File: src/rtl/pgxlat_pkg.sv
package pgxlat_pkg;

   // Per-entry status flags
   typedef struct packed {
      logic present;
      logic dirty;
      logic accessed;
   } pte_flags_t;

endpackage

File: src/rtl/pgxlat_store.sv
module pgxlat_store
   import pgxlat_pkg::*;
#(
   parameter int ENTRIES = 32,
   parameter int VPN_W   = 20,
   parameter int PPN_W   = 20,
   localparam int IDX_W  = $clog2(ENTRIES)
) (
   input  logic                  clk,
   input  logic                  rst_n,
   input  logic [VPN_W-1:0]      lk_vpn,
   input  logic [VPN_W-1:0]      wr_vpn,
   input  logic                  wr_en,
   input  logic [IDX_W-1:0]      wr_idx,
   input  logic [PPN_W-1:0]      wr_ppn,
   input  pte_flags_t            wr_flags,
   input  logic                  upd_en,
   input  logic [IDX_W-1:0]      upd_idx,
   input  logic                  upd_dirty,
   input  logic                  flush,
   output logic [ENTRIES-1:0]    hit_vec,
   output logic [ENTRIES-1:0]    dup_vec,
   output logic [ENTRIES-1:0]    valid_vec,
   output logic [PPN_W-1:0]      ppn_arr [ENTRIES],
   output pte_flags_t            flg_arr [ENTRIES]
);

   genvar gi;
   generate
      for (gi = 0; gi < ENTRIES; gi++) begin : g_ent
         logic [VPN_W-1:0] vpn_q;
         logic [PPN_W-1:0] ppn_q;
         pte_flags_t       flg_q;
         logic             vld_q;
         logic             wr_me;
         logic             upd_me;

         assign wr_me  = wr_en  && (wr_idx  == IDX_W'(gi));
         assign upd_me = upd_en && (upd_idx == IDX_W'(gi));

         always_ff @(posedge clk) begin
            if (!rst_n) begin
               vld_q <= 1'b0;
               vpn_q <= '0;
               ppn_q <= '0;
               flg_q <= '0;
            end else if (flush) begin
               vld_q <= 1'b0;
            end else if (wr_me) begin
               vld_q <= 1'b1;
               vpn_q <= wr_vpn;
               ppn_q <= wr_ppn;
               flg_q <= wr_flags;
            end else if (upd_me) begin
               flg_q.accessed <= 1'b1;
               flg_q.dirty    <= flg_q.dirty | upd_dirty;
            end
         end

         assign hit_vec[gi]   = vld_q && (vpn_q == lk_vpn);
         assign dup_vec[gi]   = vld_q && (vpn_q == wr_vpn);
         assign valid_vec[gi] = vld_q;
         assign ppn_arr[gi]   = ppn_q;
         assign flg_arr[gi]   = flg_q;
      end
   endgenerate

endmodule

File: src/rtl/pgxlat_victim.sv
module pgxlat_victim #(
   parameter int ENTRIES = 32,
   localparam int IDX_W  = $clog2(ENTRIES)
) (
   input  logic               clk,
   input  logic               rst_n,
   input  logic               fill,
   input  logic [ENTRIES-1:0] valid_vec,
   input  logic [ENTRIES-1:0] dup_vec,
   output logic [IDX_W-1:0]   slot
);

   logic [IDX_W-1:0] rr_q;
   logic [IDX_W-1:0] dup_idx;
   logic [IDX_W-1:0] free_idx;
   logic             has_dup;
   logic             has_free;

   always_comb begin
      dup_idx  = '0;
      free_idx = '0;
      has_dup  = |dup_vec;
      has_free = ~&valid_vec;
      for (int i = 0; i < ENTRIES; i++) begin
         if (dup_vec[i]) dup_idx = dup_idx | IDX_W'(i);
      end
      for (int i = ENTRIES - 1; i >= 0; i--) begin
         if (!valid_vec[i]) free_idx = IDX_W'(i);
      end
   end

   always_comb begin
      if (has_dup)       slot = dup_idx;
      else if (has_free) slot = free_idx;
      else               slot = rr_q;
   end

   always_ff @(posedge clk) begin
      if (!rst_n) begin
         rr_q <= '0;
      end else if (fill && !has_dup && !has_free) begin
         if (rr_q == IDX_W'(ENTRIES - 1)) rr_q <= '0;
         else                             rr_q <= rr_q + 1'b1;
      end
   end

endmodule

File: src/rtl/pgxlat_tlb.sv
module pgxlat_tlb
   import pgxlat_pkg::*;
#(
   parameter int ADDR_W  = 32,
   parameter int OFS_W   = 12,
   parameter int ENTRIES = 32,
   localparam int VPN_W  = ADDR_W - OFS_W,
   localparam int IDX_W  = $clog2(ENTRIES)
) (
   input  logic              clk,
   input  logic              rst_n,
   input  logic              lk_valid,
   input  logic [ADDR_W-1:0] lk_lin,
   input  logic              lk_write,
   input  logic              lk_pg_en,
   input  logic              fl_valid,
   input  logic [VPN_W-1:0]  fl_vpn,
   input  logic [VPN_W-1:0]  fl_ppn,
   input  logic              fl_present,
   input  logic              fl_dirty,
   input  logic              fl_accessed,
   input  logic              flush,
   output logic              rs_valid,
   output logic              rs_hit,
   output logic              rs_fault,
   output logic [ADDR_W-1:0] rs_phys,
   output logic              rs_dirty_upd,
   output logic              rs_acc_upd,
   output logic [ADDR_W-1:0] fault_addr
);

   generate
      if (ENTRIES < 2 || (ENTRIES & (ENTRIES - 1)) != 0) begin : g_bad_entries
         $error("ENTRIES must be a power of two of at least 2");
      end
      if (OFS_W < 1 || OFS_W >= ADDR_W) begin : g_bad_ofs
         $error("OFS_W must lie between 1 and ADDR_W-1");
      end
   endgenerate

   logic [VPN_W-1:0]   lk_vpn;
   logic [ENTRIES-1:0] hit_vec;
   logic [ENTRIES-1:0] dup_vec;
   logic [ENTRIES-1:0] valid_vec;
   logic [VPN_W-1:0]   ppn_arr [ENTRIES];
   pte_flags_t         flg_arr [ENTRIES];
   logic [IDX_W-1:0]   fill_slot;
   logic               fill_go;
   logic [VPN_W-1:0]   sel_ppn;
   pte_flags_t         sel_flg;
   logic [IDX_W-1:0]   sel_idx;
   logic               any_hit;
   logic               xl_req;
   logic               ok_hit;
   logic               bad_page;
   logic               upd_en;
   pte_flags_t         fl_flags;

   assign lk_vpn   = lk_lin[ADDR_W-1:OFS_W];
   assign fill_go  = fl_valid && !flush;
   assign fl_flags = '{present: fl_present, dirty: fl_dirty, accessed: fl_accessed};

   pgxlat_store #(
      .ENTRIES (ENTRIES),
      .VPN_W   (VPN_W),
      .PPN_W   (VPN_W)
   ) u_store (
      .clk       (clk),
      .rst_n     (rst_n),
      .lk_vpn    (lk_vpn),
      .wr_vpn    (fl_vpn),
      .wr_en     (fill_go),
      .wr_idx    (fill_slot),
      .wr_ppn    (fl_ppn),
      .wr_flags  (fl_flags),
      .upd_en    (upd_en),
      .upd_idx   (sel_idx),
      .upd_dirty (lk_write),
      .flush     (flush),
      .hit_vec   (hit_vec),
      .dup_vec   (dup_vec),
      .valid_vec (valid_vec),
      .ppn_arr   (ppn_arr),
      .flg_arr   (flg_arr)
   );

   pgxlat_victim #(
      .ENTRIES (ENTRIES)
   ) u_victim (
      .clk       (clk),
      .rst_n     (rst_n),
      .fill      (fill_go),
      .valid_vec (valid_vec),
      .dup_vec   (dup_vec),
      .slot      (fill_slot)
   );

   // One-hot select of the matching entry (at most one can match)
   always_comb begin
      sel_ppn = '0;
      sel_flg = '0;
      sel_idx = '0;
      for (int i = 0; i < ENTRIES; i++) begin
         if (hit_vec[i]) begin
            sel_ppn = sel_ppn | ppn_arr[i];
            sel_flg = sel_flg | flg_arr[i];
            sel_idx = sel_idx | IDX_W'(i);
         end
      end
   end

   assign any_hit  = |hit_vec;
   assign xl_req   = lk_valid && lk_pg_en;
   assign ok_hit   = xl_req && any_hit && sel_flg.present;
   assign bad_page = xl_req && any_hit && !sel_flg.present;
   assign upd_en   = ok_hit;

   always_ff @(posedge clk) begin
      if (!rst_n) begin
         rs_valid     <= 1'b0;
         rs_hit       <= 1'b0;
         rs_fault     <= 1'b0;
         rs_phys      <= '0;
         rs_dirty_upd <= 1'b0;
         rs_acc_upd   <= 1'b0;
         fault_addr   <= '0;
      end else begin
         rs_valid     <= lk_valid;
         rs_hit       <= ok_hit || (lk_valid && !lk_pg_en);
         rs_fault     <= bad_page;
         rs_dirty_upd <= ok_hit && lk_write && !sel_flg.dirty;
         rs_acc_upd   <= ok_hit && !sel_flg.accessed;
         if (lk_valid && !lk_pg_en) rs_phys <= lk_lin;
         else if (ok_hit)           rs_phys <= {sel_ppn, lk_lin[OFS_W-1:0]};
         else                       rs_phys <= '0;
         if (bad_page) fault_addr <= lk_lin;
      end
   end

endmodule

File: config.mk
export PLATFORM = sky130hd
export DESIGN_NAME = pgxlat_tlb
export DESIGN_NICKNAME = d
export VERILOG_FILES = /design/src/rtl/pgxlat_pkg.sv /design/src/rtl/pgxlat_store.sv /design/src/rtl/pgxlat_victim.sv /design/src/rtl/pgxlat_tlb.sv
export SDC_FILE = /design/constraint.sdc
export NUM_CORES = 2
export LEC_CHECK = 0
export ABC_AREA = 0
export BUFFER_PORTS_ARGS = -buffer_cell sky130_fd_sc_hd__buf_2
export CELL_PAD_IN_SITES_DETAIL_PLACEMENT = 0
export CELL_PAD_IN_SITES_GLOBAL_PLACEMENT = 2
export CORE_MARGIN = 2
export CORE_UTILIZATION = 35
export CTS_BUF_LIST = sky130_fd_sc_hd__clkbuf_16
export DETAILED_ROUTE_END_ITERATION = 6
export HOLD_SLACK_MARGIN = 0.03
export PLACE_DENSITY_LB_ADDON = 0.1
export SKIP_LAST_GASP = 1
export SYNTH_ARGS = -nofsm -noshare
export SYNTH_HDL_FRONTEND = slang
export SYNTH_SLANG_ARGS = --single-unit
File: constraint.sdc
create_clock -name clk -period 5.1 [get_ports clk]
set_input_delay 1.02 -clock clk [delete_from_list [all_inputs] [get_ports clk]]
set_output_delay 1.02 -clock clk [all_outputs]
set_load 0.05 [all_outputs]
==> flow_metrics.tcl <==
set metrics [dict create \
    crit_buf_inv 4 \
    clock.fmax_mhz 226 \
    grt_max_degree 152 \
    pre_cts_slack_ns -0.0527 \
    worstHoldStart "lk_lin[1]" \
    crit_chain "buf_4 > buf_12 > buf_12 > xnor2_1 > nand4_1 > nor4_1 > a22oi_1 > nand4_1 > nor3_1 > o41ai_4 > nand3_4 > nor3_4 > buf_12 > mux2i_1" \
    wl_mm 382 \
    slew_viol_final 0 \
    yosysSeqAreaShare_pct 38.8 \
    ant_nets 0 \
    grtUsageTotal_pct 33.3 \
    rows 171 \
    fin_nets 8537 \
    slowest_delay_ns 0.93 \
    timing.final.crit_share_pct 86.8 \
    clk_pin_slew_ns 0.06 \
    setup_viol 0 \
    crit_start "fl_vpn[2]" \
    die_area_mm2 0.222 \
    crit_type "primary input to register" \
    clockRootBuffer "clkbuf_16" \
    grt_pass1_vias 64000 \
    dieHeight_um 471 \
    utilization_pct 41.3 \
    ioPinCount 151 \
    pwr_density_cell_mw_per_mm2 295 \
    layout_setup_ws_ns 0.674 \
    avgSynthCellArea_um2 9.25 \
    cts_tree "yes" \
    async_flop_share_pct 0 \
    ys.warnings.count 0 \
    vias 65900 \
    p_total_uw 26400 \
    cp_slowest_cell "nor4_1" \
    antenna_found_initial 15 \
    cp_max_fo 30 \
    start_kind "primary input" \
    syn_inst 8262 \
    synth_top_area_share_pct 38.8 \
    status "finished, final reports clean" \
    irDropWorstVdd_v 0.000309 \
    grt_pass1_wl_mm 526 \
    cts_resized 0 \
    synth_top_cell_by_area "dfxtp_1" \
    crit_family "simple AND/OR/NAND/NOR gates" \
    relSlewSlack_pct 19.2 \
    clock_sinks 1482 \
    postCtsHoldBufs 0 \
    area_growth_pct 17.3 \
    worst_pin_slew_ns 1.21 \
    cts_buffer_depth 3 \
    critPathRequiredTime_ns 5.86 \
    fin_crit_ns 4.43 \
    dieWidth_um 471 \
    via_per_inst 5.75 \
    finClkSkew_ns 0.0415 \
    arrival_ns 5.18 \
    crit_top_cell "buf_12" \
    clock_latency_ns 0.86 \
    core_region_area_mm2 0.217 \
    post-synth-top-count-cell "dfxtp_1" \
    min_path_type "primary input to register" \
    synth-edff-count 0 \
    post-route-drc-count 0 \
    hold_viol 0 \
    synthFlopType "dfxtp_1" \
    p_leak_uw 0.0358 \
    cap_violations 0 \
    portBuffers 150 \
    cts_made_buffers 179 \
    rsz0062_at_grt "false" \
    initial_core_util_pct 35.2 \
    htreeDepth 4 \
    drive_above_1_share_pct 13.7 \
    wl_per_cell_um 33.3 \
    synth-seq-cells 1482 \
    yosysUniqueCellTypes 103 \
    synth.top_cells.by_count "dfxtp_1, nand2_1, mux2i_1, xnor2_1, clkbuf_1" \
    drtIter0Drc 6316 \
    critPathCaptureType "register" \
    syn-num-nets 8346 \
    cts_setup_buffers 0 \
    dp_hpwl_mm 254 \
    overflow 0 \
    drtPass1Iterations 6 \
    gp_congestion 0.943 \
    synthTopCellsByArea "dfxtp_1, mux2i_1, xnor2_1" \
    syn_area_mm2 0.0764 \
    regToRegStartpoint "u_store.g_ent[27].vld_q" \
]
## report_power, final
| group | total (uW) | internal, uW | switching, uW |
|---|---|---|---|
| combinational | 2280 | 681 | 1600 |
| clock | 12500 | 6930 | 5590 |
| sequential | 11600 | 11600 | 22.3 |
| total | 26400 | 19200 | 7210 |
## routing by layer
layer | vias up | GRT usage [%] | routed length, um | share of wire [%]
met5 | - | 0 | 41 | 0.011
met4 | 6 | 16.0 | 21100 | 5.5
met3 | 812 | 4.72 | 22300 | 5.8
met2 | 2571 | 54.1 | 175000 | 46
met1 | 33300 | 43.2 | 163000 | 43
li1 | 29200 | - | - | -
## logic make-up (layout without fill, tap and decap cells)
| group | Yosys count | after routing | synth area share, % |
|---|---|---|---|
| and+or+nand+nor | 2715 | 2715 | 17.1 |
| DFF | 1482 | 1482 | 38.8 |
| xor gates and xnor gates | 1294 | 1294 | 14.9 |
| muxes | 1143 | 1143 | 15.0 |
| AOI/OAI and AO/OA | 837 | 837 | 8.07 |
| buffers and inverters | 789 | 1120 | 6.05 |
| adders and majority gates | 2 | 2 | 0.0328 |
| other | 0 | 8 | 0 |
## final timing paths
| path | to | slack [ns] | depth (start not counted) |
|---|---|---|---|
| max | u_store.g_ent[17].vpn_q[6] | 0.67 | 14 |
| max reg2reg | u_store.g_ent[18].vpn_q[18] | 0.69 | 13 |
| min reg2reg | u_store.g_ent[0].ppn_q[4] | 0.45 | 2 |
| min | rs_phys[1] | 0.38 | 2 |
## registers in the layout (all words and copies together), names as in the netlist
signal / count
fault_addr: 32
rs_acc_upd: 1
rs_dirty_upd: 1
rs_fault: 1
rs_hit: 1
rs_phys: 32
rs_valid: 1
u_store.flg_arr: 96
u_store.g_ent.ppn_q: 640
u_store.g_ent.vld_q: 32
u_store.g_ent.vpn_q: 640
u_victim.rr_q: 5
## layout by cell type, fill, tap and decap left out, drive strengths merged, types with 8 or more instances in the layout
cell / synthesis / layout
a2111oi: 9 / 9
a211oi: 26 / 26
a21oi: 78 / 78
a221oi: 146 / 146
a22o: 123 / 123
a22oi: 122 / 122
a311oi: 11 / 11
a31o: 9 / 9
a31oi: 8 / 8
and2: 51 / 51
and3: 51 / 51
and4: 9 / 9
buf: 372 / 771
bufinv: 0 / 10
clkbuf: 389 / 181
clkinv: 0 / 76
dfxtp: 1482 / 1482
diode: 0 / 8
inv: 28 / 80
mux2i: 1141 / 1141
nand2: 1272 / 1272
nand2b: 11 / 11
nand3: 348 / 348
nand4: 355 / 355
nand4b: 8 / 8
nor2: 257 / 257
nor2b: 10 / 10
nor3: 69 / 69
nor3b: 24 / 24
nor4: 185 / 185
o21a: 14 / 14
o21ai: 224 / 224
o21bai: 9 / 9
o221a: 8 / 8
o31ai: 8 / 8
or2: 21 / 21
or4: 28 / 28
xnor2: 928 / 928
xor2: 366 / 366
## area by class of cell
class,instances,area [um2]
diodes,8,20.0
clock buffers,181,4530
clock inverters,140,1000
fillers,21500,127000
inverters,28,113
multi-input cells,5991,42400
flip-flops and latches,1482,29700
well taps,2854,3570
repair buffers,771,8280
## stage by stage
stage	cell area, um2	std cells	hold slack [ns]	TNS, ns
after floorplan	76400	8262	0.428	0
after detailed placement	84100	11100	0.440	-0.195
final	89600	11500	0.383	0
after CTS	89600	11400	0.331	0
after global placement	84100	11100	0.441	-0.0415
after global routing	89600	11500	0.361	0
(Power assumes the default switching activity.)
